### src/rtl/lla_pkg.sv
package lla_pkg;

  typedef enum logic [1:0] {
    SZ_BYTE = 2'd0,
    SZ_HALF = 2'd1,
    SZ_WORD = 2'd2,
    SZ_RSVD = 2'd3
  } acc_size_e;

  // lanes covered by one access of the given size
  function automatic int unsigned size_lanes(acc_size_e s);
    case (s)
      SZ_BYTE: return 1;
      SZ_HALF: return 2;
      SZ_WORD: return 4;
      default: return 0;
    endcase
  endfunction

endpackage

### src/rtl/lla_misalign.sv
module lla_misalign
  import lla_pkg::*;
#(
  parameter int OFF_W = 2
) (
  input  acc_size_e          size_i,
  input  logic [OFF_W-1:0]   off_i,
  output logic               mis_o
);

  always_comb begin
    unique case (size_i)
      SZ_BYTE: mis_o = 1'b0;
      SZ_HALF: mis_o = off_i[0];
      SZ_WORD: mis_o = |off_i[1:0];
      default: mis_o = 1'b1;
    endcase
  end

endmodule

### src/rtl/lla_store_steer.sv
module lla_store_steer
  import lla_pkg::*;
#(
  parameter int DATA_W = 32,
  localparam int LANES = DATA_W / 8,
  localparam int OFF_W = $clog2(LANES)
) (
  input  logic              en_i,
  input  acc_size_e         size_i,
  input  logic [OFF_W-1:0]  off_i,
  input  logic [DATA_W-1:0] wdata_i,
  output logic [LANES-1:0]  be_o,
  output logic [DATA_W-1:0] wdata_o
);

  logic [LANES-1:0] base_mask;

  always_comb begin
    unique case (size_i)
      SZ_BYTE: base_mask = LANES'(4'b0001);
      SZ_HALF: base_mask = LANES'(4'b0011);
      SZ_WORD: base_mask = LANES'(4'b1111);
      default: base_mask = '0;
    endcase
  end

  assign be_o = en_i ? (base_mask << off_i) : '0;

  // each lane takes the register byte that lands there for the access size
  for (genvar j = 0; j < LANES; j++) begin : g_lane
    always_comb begin
      unique case (size_i)
        SZ_BYTE: wdata_o[8*j +: 8] = wdata_i[7:0];
        SZ_HALF: wdata_o[8*j +: 8] = wdata_i[8*(j % 2) +: 8];
        default: wdata_o[8*j +: 8] = wdata_i[8*(j % 4) +: 8];
      endcase
    end
  end

endmodule

### src/rtl/lla_load_extract.sv
module lla_load_extract
  import lla_pkg::*;
#(
  parameter int DATA_W = 32,
  localparam int LANES = DATA_W / 8,
  localparam int OFF_W = $clog2(LANES)
) (
  input  acc_size_e         size_i,
  input  logic [OFF_W-1:0]  off_i,
  input  logic              uns_i,
  input  logic [DATA_W-1:0] rdata_i,
  output logic [DATA_W-1:0] data_o
);

  logic [DATA_W-1:0] shifted;
  logic              sign_bit;
  logic [7:0]        fill;

  assign shifted = rdata_i >> {off_i, 3'b000};

  always_comb begin
    unique case (size_i)
      SZ_BYTE: sign_bit = shifted[7];
      SZ_HALF: sign_bit = shifted[15];
      default: sign_bit = shifted[31];
    endcase
  end

  assign fill = uns_i ? 8'h00 : {8{sign_bit}};

  for (genvar j = 0; j < LANES; j++) begin : g_lane
    localparam bit IN_BYTE = (j < 1);
    localparam bit IN_HALF = (j < 2);
    localparam bit IN_WORD = (j < 4);
    always_comb begin
      unique case (size_i)
        SZ_BYTE: data_o[8*j +: 8] = IN_BYTE ? shifted[8*j +: 8] : fill;
        SZ_HALF: data_o[8*j +: 8] = IN_HALF ? shifted[8*j +: 8] : fill;
        default: data_o[8*j +: 8] = IN_WORD ? shifted[8*j +: 8] : fill;
      endcase
    end
  end

endmodule

### src/rtl/lla_lane_align.sv
module lla_lane_align
  import lla_pkg::*;
#(
  parameter int DATA_W = 32,
  parameter int ADDR_W = 32
) (
  input  logic                  clk_i,
  input  logic                  rst_ni,
  input  logic                  req_valid_i,
  input  logic                  req_store_i,
  input  logic [1:0]            req_size_i,
  input  logic                  req_unsigned_i,
  input  logic [ADDR_W-1:0]     req_addr_i,
  input  logic [DATA_W-1:0]     req_wdata_i,
  input  logic [DATA_W-1:0]     mem_rdata_i,
  output logic [ADDR_W-1:0]     mem_addr_o,
  output logic [DATA_W/8-1:0]   mem_be_o,
  output logic [DATA_W-1:0]     mem_wdata_o,
  output logic                  misaligned_o,
  output logic                  rsp_valid_o,
  output logic [1:0]            rsp_size_o,
  output logic                  rsp_unsigned_o,
  output logic                  rsp_misaligned_o,
  output logic [DATA_W-1:0]     rsp_data_o
);

  localparam int LANES = DATA_W / 8;
  localparam int OFF_W = $clog2(LANES);

  acc_size_e        size;
  logic [OFF_W-1:0] off;
  logic             mis;
  logic             st_en;
  logic [DATA_W-1:0] ld_data;

  assign size = acc_size_e'(req_size_i);
  assign off  = req_addr_i[OFF_W-1:0];

  // memory side always sees word-aligned addresses
  assign mem_addr_o = {req_addr_i[ADDR_W-1:2], 2'b00};

  lla_misalign #(.OFF_W(OFF_W)) u_mis (
    .size_i (size),
    .off_i  (off),
    .mis_o  (mis)
  );

  assign misaligned_o = req_valid_i & mis;
  assign st_en        = req_valid_i & req_store_i & ~mis;

  lla_store_steer #(.DATA_W(DATA_W)) u_st (
    .en_i    (st_en),
    .size_i  (size),
    .off_i   (off),
    .wdata_i (req_wdata_i),
    .be_o    (mem_be_o),
    .wdata_o (mem_wdata_o)
  );

  lla_load_extract #(.DATA_W(DATA_W)) u_ld (
    .size_i  (size),
    .off_i   (off),
    .uns_i   (req_unsigned_i),
    .rdata_i (mem_rdata_i),
    .data_o  (ld_data)
  );

  always_ff @(posedge clk_i or negedge rst_ni) begin
    if (!rst_ni) begin
      rsp_valid_o      <= 1'b0;
      rsp_size_o       <= 2'd0;
      rsp_unsigned_o   <= 1'b0;
      rsp_misaligned_o <= 1'b0;
      rsp_data_o       <= '0;
    end else begin
      rsp_valid_o <= req_valid_i;
      if (req_valid_i) begin
        rsp_size_o       <= req_size_i;
        rsp_unsigned_o   <= req_unsigned_i;
        rsp_misaligned_o <= mis;
        rsp_data_o       <= (req_store_i | mis) ? '0 : ld_data;
      end
    end
  end

endmodule

### config.mk
export PLATFORM = sky130hd
export DESIGN_NAME = lla_lane_align
export DESIGN_NICKNAME = d
export VERILOG_FILES = /design/src/rtl/lla_pkg.sv /design/src/rtl/lla_misalign.sv /design/src/rtl/lla_store_steer.sv /design/src/rtl/lla_load_extract.sv /design/src/rtl/lla_lane_align.sv
export SDC_FILE = /design/constraint.sdc
export NUM_CORES = 1
export LEC_CHECK = 0
export BUFFER_PORTS_ARGS = -buffer_cell sky130_fd_sc_hd__buf_4
export CAP_MARGIN = 10
export CORE_MARGIN = 2
export CORE_UTILIZATION = 41
export DETAILED_ROUTE_END_ITERATION = 7
export HOLD_SLACK_MARGIN = 0.03
export PLACE_DENSITY = 0.81
export SYNTH_ARGS = -nofsm -noshare
export SYNTH_HDL_FRONTEND = slang
export SYNTH_SLANG_ARGS = --single-unit
### constraint.sdc
create_clock -name clk_i -period 2.1 [get_ports clk_i]
set_input_delay 0.42 -clock clk_i [delete_from_list [all_inputs] [get_ports clk_i]]
set_output_delay 0.42 -clock clk_i [all_outputs]
set_load 0.01 [all_outputs]
# Word-level counts from Yosys, hierarchy flattened
# Index checks and enable logic that the tools add are counted.
# word_totals
ff_bits	37
in_bits	103
word_cells	29
# classes
eq_ne	2
n_shift	2
muxes	12
n_bitwise	5
n_reduce_logical	3
# ops
operator	count
two-way mux 8 bit	6
two-way mux 32 bit	1
right shift 32 x 5 -> 32 bit	1
case mux 8 bit (2 select lines)	1
case mux 4 bit (3 select lines)	1
two-way mux 4 bit	1
OR reduction 2 bit	2
left shift 4 x 2 -> 4 bit	1
AND 1 bit	3
case mux 1 bit (3 select lines)	1
equality test 2 x 1 -> 1 bit (second input constant)	1
equality test 2 bit (second input constant)	1
logical NOT 2 bit	1
two-way mux 1 bit	1
NOT 1 bit	1
OR 1 bit	1

# Depth between registers and ports, before layout
# logic_depth
word_depth	5
depth_mapped	7
ltp_nobuf	6

# Modules after synthesis
# From an unflattened synthesis, not the netlist that was laid out.
# unflattened
hier_cells	399
area_unflattened_um2	3509.6
# by_module_without_submodules
mod	n_inst	cells_per_inst	area_per_inst_um2	seq_area_each_um2
lla_lane_align	1	185	1981.9	925.9
lla_load_extract	1	124	909.6	0.0
lla_store_steer	1	87	604.3	0.0
lla_misalign	1	3	13.8	0.0

# Worst setup path after synthesis
# No wires, ideal clock.
# synth_timing
path_type	input-to-output
start	input port req_size_i[1]
end	output port mem_be_o[0]
arrival_ns	1.740
t_required_ns	1.680
path_slack_ns	-0.060
cell_stages	6
path_cell_list	inv_1 ha_1 or3_4 nand2_1 nand3_1 nor4_1
# synth_via
elab_chain_cells	5
elab_cells_between_ends	9
classes_between	eq/ne (2); shift (1); mux (3); bitwise (2); reduce/logical (1)
# synth_rtl
item	line_no	rtl
start, declared	lla_lane_align.sv:11	input logic [1:0] req_size_i,
branches (longest 4 deep; another with case mux 4 bit (3 select lines))	-	
two-way mux 4 bit *	lla_store_steer.sv:27	assign be_o = en_i ? (base_mask << off_i) : '0;
end, declared	lla_lane_align.sv:17	output logic [DATA_W/8-1:0] mem_be_o,
# Mark *: on every way between the ends.

# Final worst setup path
# layout_timing
start	input port req_size_i[1]
end	output port mem_wdata_o[16]
# layout_via
elab_chain_cells	3
elab_cells_between_ends	4
classes_between	eq/ne (1); mux (1); reduce/logical (2)
# layout_rtl
item	line_no	rtl
equality test 2 x 1 -> 1 bit or logical NOT 2 bit (tied branches)	lla_store_steer.sv:32	unique case (size_i)
OR reduction 2 bit (no line) *	-	
two-way mux 8 bit *	lla_store_steer.sv:32	
end, declared	lla_lane_align.sv:18	output logic [DATA_W-1:0] mem_wdata_o,
# Mark *: on every way between the ends. The rest lies on a longest branch, timed or not.

==> reports/results.tsv <==
stage	metric	value	unit
global_routing	grt_pass1_wl	13.8	mm
placement	hpwl	6.89	mm
sta	period_needed	2.05	ns
critical_path	cp.arrival	1.63	ns
run	drv_cap	0	
synth	ys_warn_count	0	
critical_path	path_cells	buf_6 -> inv_2 -> ha_2 -> buf_6 -> nor2_4 -> buf_12 -> mux2_2 -> buf_4	
sta	rsz0062_at_grt	false	
global_routing	overflow	0	
critical_path	critPathKind	input port to output port	
critical_path	cp-end-kind	output port	
drt	drt_iter0_drc	88	
cts	cts_max_path_buffers	2	
synth	ys_types	36	
drt	drtPass1Iterations	4	
drt	post-route-drc-count	0	
sta	whs	0.0921	ns
die	core	6790	µm²
sta	report.final.slew_viol_count	0	
cts	clk_pin_slew	0.07	ns
synth	ys_async_sr_fraction	100	%
synth	yosysMostFrequentCell	buf_4	
global_routing	grt_pass1_vias	2666	
placement	place_ws	-0.131	ns
synth	syn_area	2880	µm²
cts	ctsRootBufferMaster	clkbuf_8	
synth	synth.avg_cell_area	8.84	µm²
placement	portBuffers	146	
drt	wire_per_inst	16.2	µm
global_routing	grt_usage	23.0	%
global_routing	grt_max_degree	38	
cts	cts.htree.levels	2	
die	fp.dieH	87.9	µm
cts	hold_buffers	0	
status	status	completed	
sta	fin_ws	0.0477	ns
critical_path	worst-path-buf-inv	5	
drt	vias	2740	
drt	wirelength	8.79	mm
power	finalPower	0.00210	W
synth	synth_top_cell_by_area	dfrtp_1	
global_routing	antenna_found_initial	0	
synth	synth_top_area_share	32.1	%
finish	utilization	60.5	%
sta	finalCritPeriodShare	97.7	%
power	power_density	512	nW/µm²
critical_path	cp_common_cell	buf_6	
power	leakage	2.04	nW
sta	clock_skew	0	ns
synth	synth_cells	326	
synth	synth-main-ff-cell	dfrtp_1	
critical_path	cp.required	1.68	ns
cts	clock_latency	0.29	ns
synth	synth_edf_count	0	
synth	synth-seq-cells	37	
finish	syn_to_final_growth	42.6	%
synth	yosysSeqAreaShare	32.1	%
drt	antenna_left	0	
die	start_util	42.4	%
finish	drive_gt1_share	51.7	%
finish	fin_nets	552	
die	dieArea	7720	µm²
min_path	hold_class	input port to asynchronous set/reset pin	
critical_path	cp_slowest_cell	mux2_2	
sta	finalHoldViolCount	0	
cts	cts_tree	yes	
sta	slew_headroom	32.6	%
critical_path	slowest_delay	0.34	ns
sta	tightestPinTransition	1.01	ns
die	io_pins	209	
synth	synthTopCellsByCount	buf_4, dfrtp_1, inv_1, a21oi_1, mux2_2	
synth	yosys-top-cells-area	dfrtp_1, buf_4, mux2_2, mux2i_1, a21oi_1	
power	vdd_drop_max	332	µV
critical_path	crit_fanout	8	
cts	cts_sinks	37	
die	fp.dieW	87.9	µm
finish	diodes	0	
die	rows	30	
drt	vias_per_cell	5.06	
placement	gp_congestion	0.843	
critical_path	critPathTopFamily	buffers and inverters	
critical_path	critPathLaunchType	input port	
sta	finalSetupViolations	0	
sta	max_freq	487	MHz
finish	fillerInstances	599	
cts	cts_buffers	5	
[registers in the layout (all words and copies together), names as in the netlist]
signal,flops
rsp_data_o,32
rsp_misaligned_o,1
rsp_size_o,2
rsp_unsigned_o,1
rsp_valid_o,1
[cells in the final DEF, fill, tap and decap left out, types with 2 or more instances in the layout]
cell type	instances
a21oi_1	27
nor2b_1	4
clkbuf_8	7
o21ai_0	9
conb_1	2
ha_2	2
o22ai_2	10
buf_4	163
and2_1	7
mux2_2	26
ha_4	2
dfrtp_1	37
mux2i_1	18
inv_1	26
o22ai_1	15
nor2_1	22
nand3_1	7
nand2_1	19
nand2b_1	7
buf_6	3
a22oi_1	9
[final cells by class]
type                    count  area [µm²]  area share [%]
repair buffers            168        1310            31.9
clock inverters             1        5.00           0.122
inverters                  28         108            2.62
clock buffers               7        96.3            2.34
well taps                  96         120            2.92
multi-input cells         204        1550            37.6
flip-flops and latches     37         926            22.5
[per-layer routing]
layer | vias to the layer above | wire length [µm] | track usage, %
met5 | - | 0 | 0
met4 | 0 | 165 | 6.71
met3 | 15 | 549 | 5.09
met2 | 100 | 4340 | 37.1
met1 | 1308 | 3740 | 31.0
li1 | 1317 | - | -
[final timing paths]
kind | cells past startpoint | endpoint | start | slack [ns]
setup / recovery | 8 | mem_wdata_o[16] | req_size_i[1] | 0.05
hold / removal | 1 | rsp_data_o[28]$_DFFE_PN0P_ | rst_ni | 0.09
setup reg to reg | 3 | rsp_data_o[15]$_DFFE_PN0P_ | rsp_data_o[15]$_DFFE_PN0P_ | 1.30
hold reg to reg | 2 | rsp_data_o[14]$_DFFE_PN0P_ | rsp_data_o[14]$_DFFE_PN0P_ | 0.50
max in group asynchronous | 1 | rsp_unsigned_o$_DFFE_PN0P_ | rst_ni | 1.68
min in group clk_i | 2 | rsp_misaligned_o$_DFFE_PN0P_ | req_valid_i | 0.39
[through the flow]
stage	cells	area, µm²	setup TNS [ns]
after global routing	541	4110	0
final	541	4110	0
after floorplan	327	2900	0
after CTS	541	4100	0
after global placement	531	3890	-1.20
after detailed placement	531	3890	-2.67
[timing repair]
item / CTS / global route
pin swaps: 5 / 2
endpoints found under the hold margin: 0 / 0
setup endpoints to repair: 12 / 9
setup buffers: 1 / 0
gates resized for setup: 15 / 4
gates cloned: 1 / 0
[where the power goes]
group | internal (W) | switching [W] | leakage, nW
logic | 0.000404 | 0.000359 | 1.49
registers | 0.000762 | 0.0000291 | 0.494
clock network | 0.000297 | 0.000252 | 0.0542
total | 0.00146 | 0.000641 | 2.04
[cell families (layout without fill, tap and decap cells)]
group | after synthesis | count (layout) | share of synthesized area (%)
adder cells (fa/ha/maj) | 5 | 5 | 2.17
AO/OA/AOI/OAI | 75 | 75 | 18.5
other | 1 | 2 | 0.130
AND/OR/NAND/NOR | 77 | 77 | 13.2
buffers and inverters | 86 | 204 | 17.1
flip-flops | 37 | 37 | 32.1
multiplexers | 45 | 45 | 16.8
(Power assumes the default switching activity.)
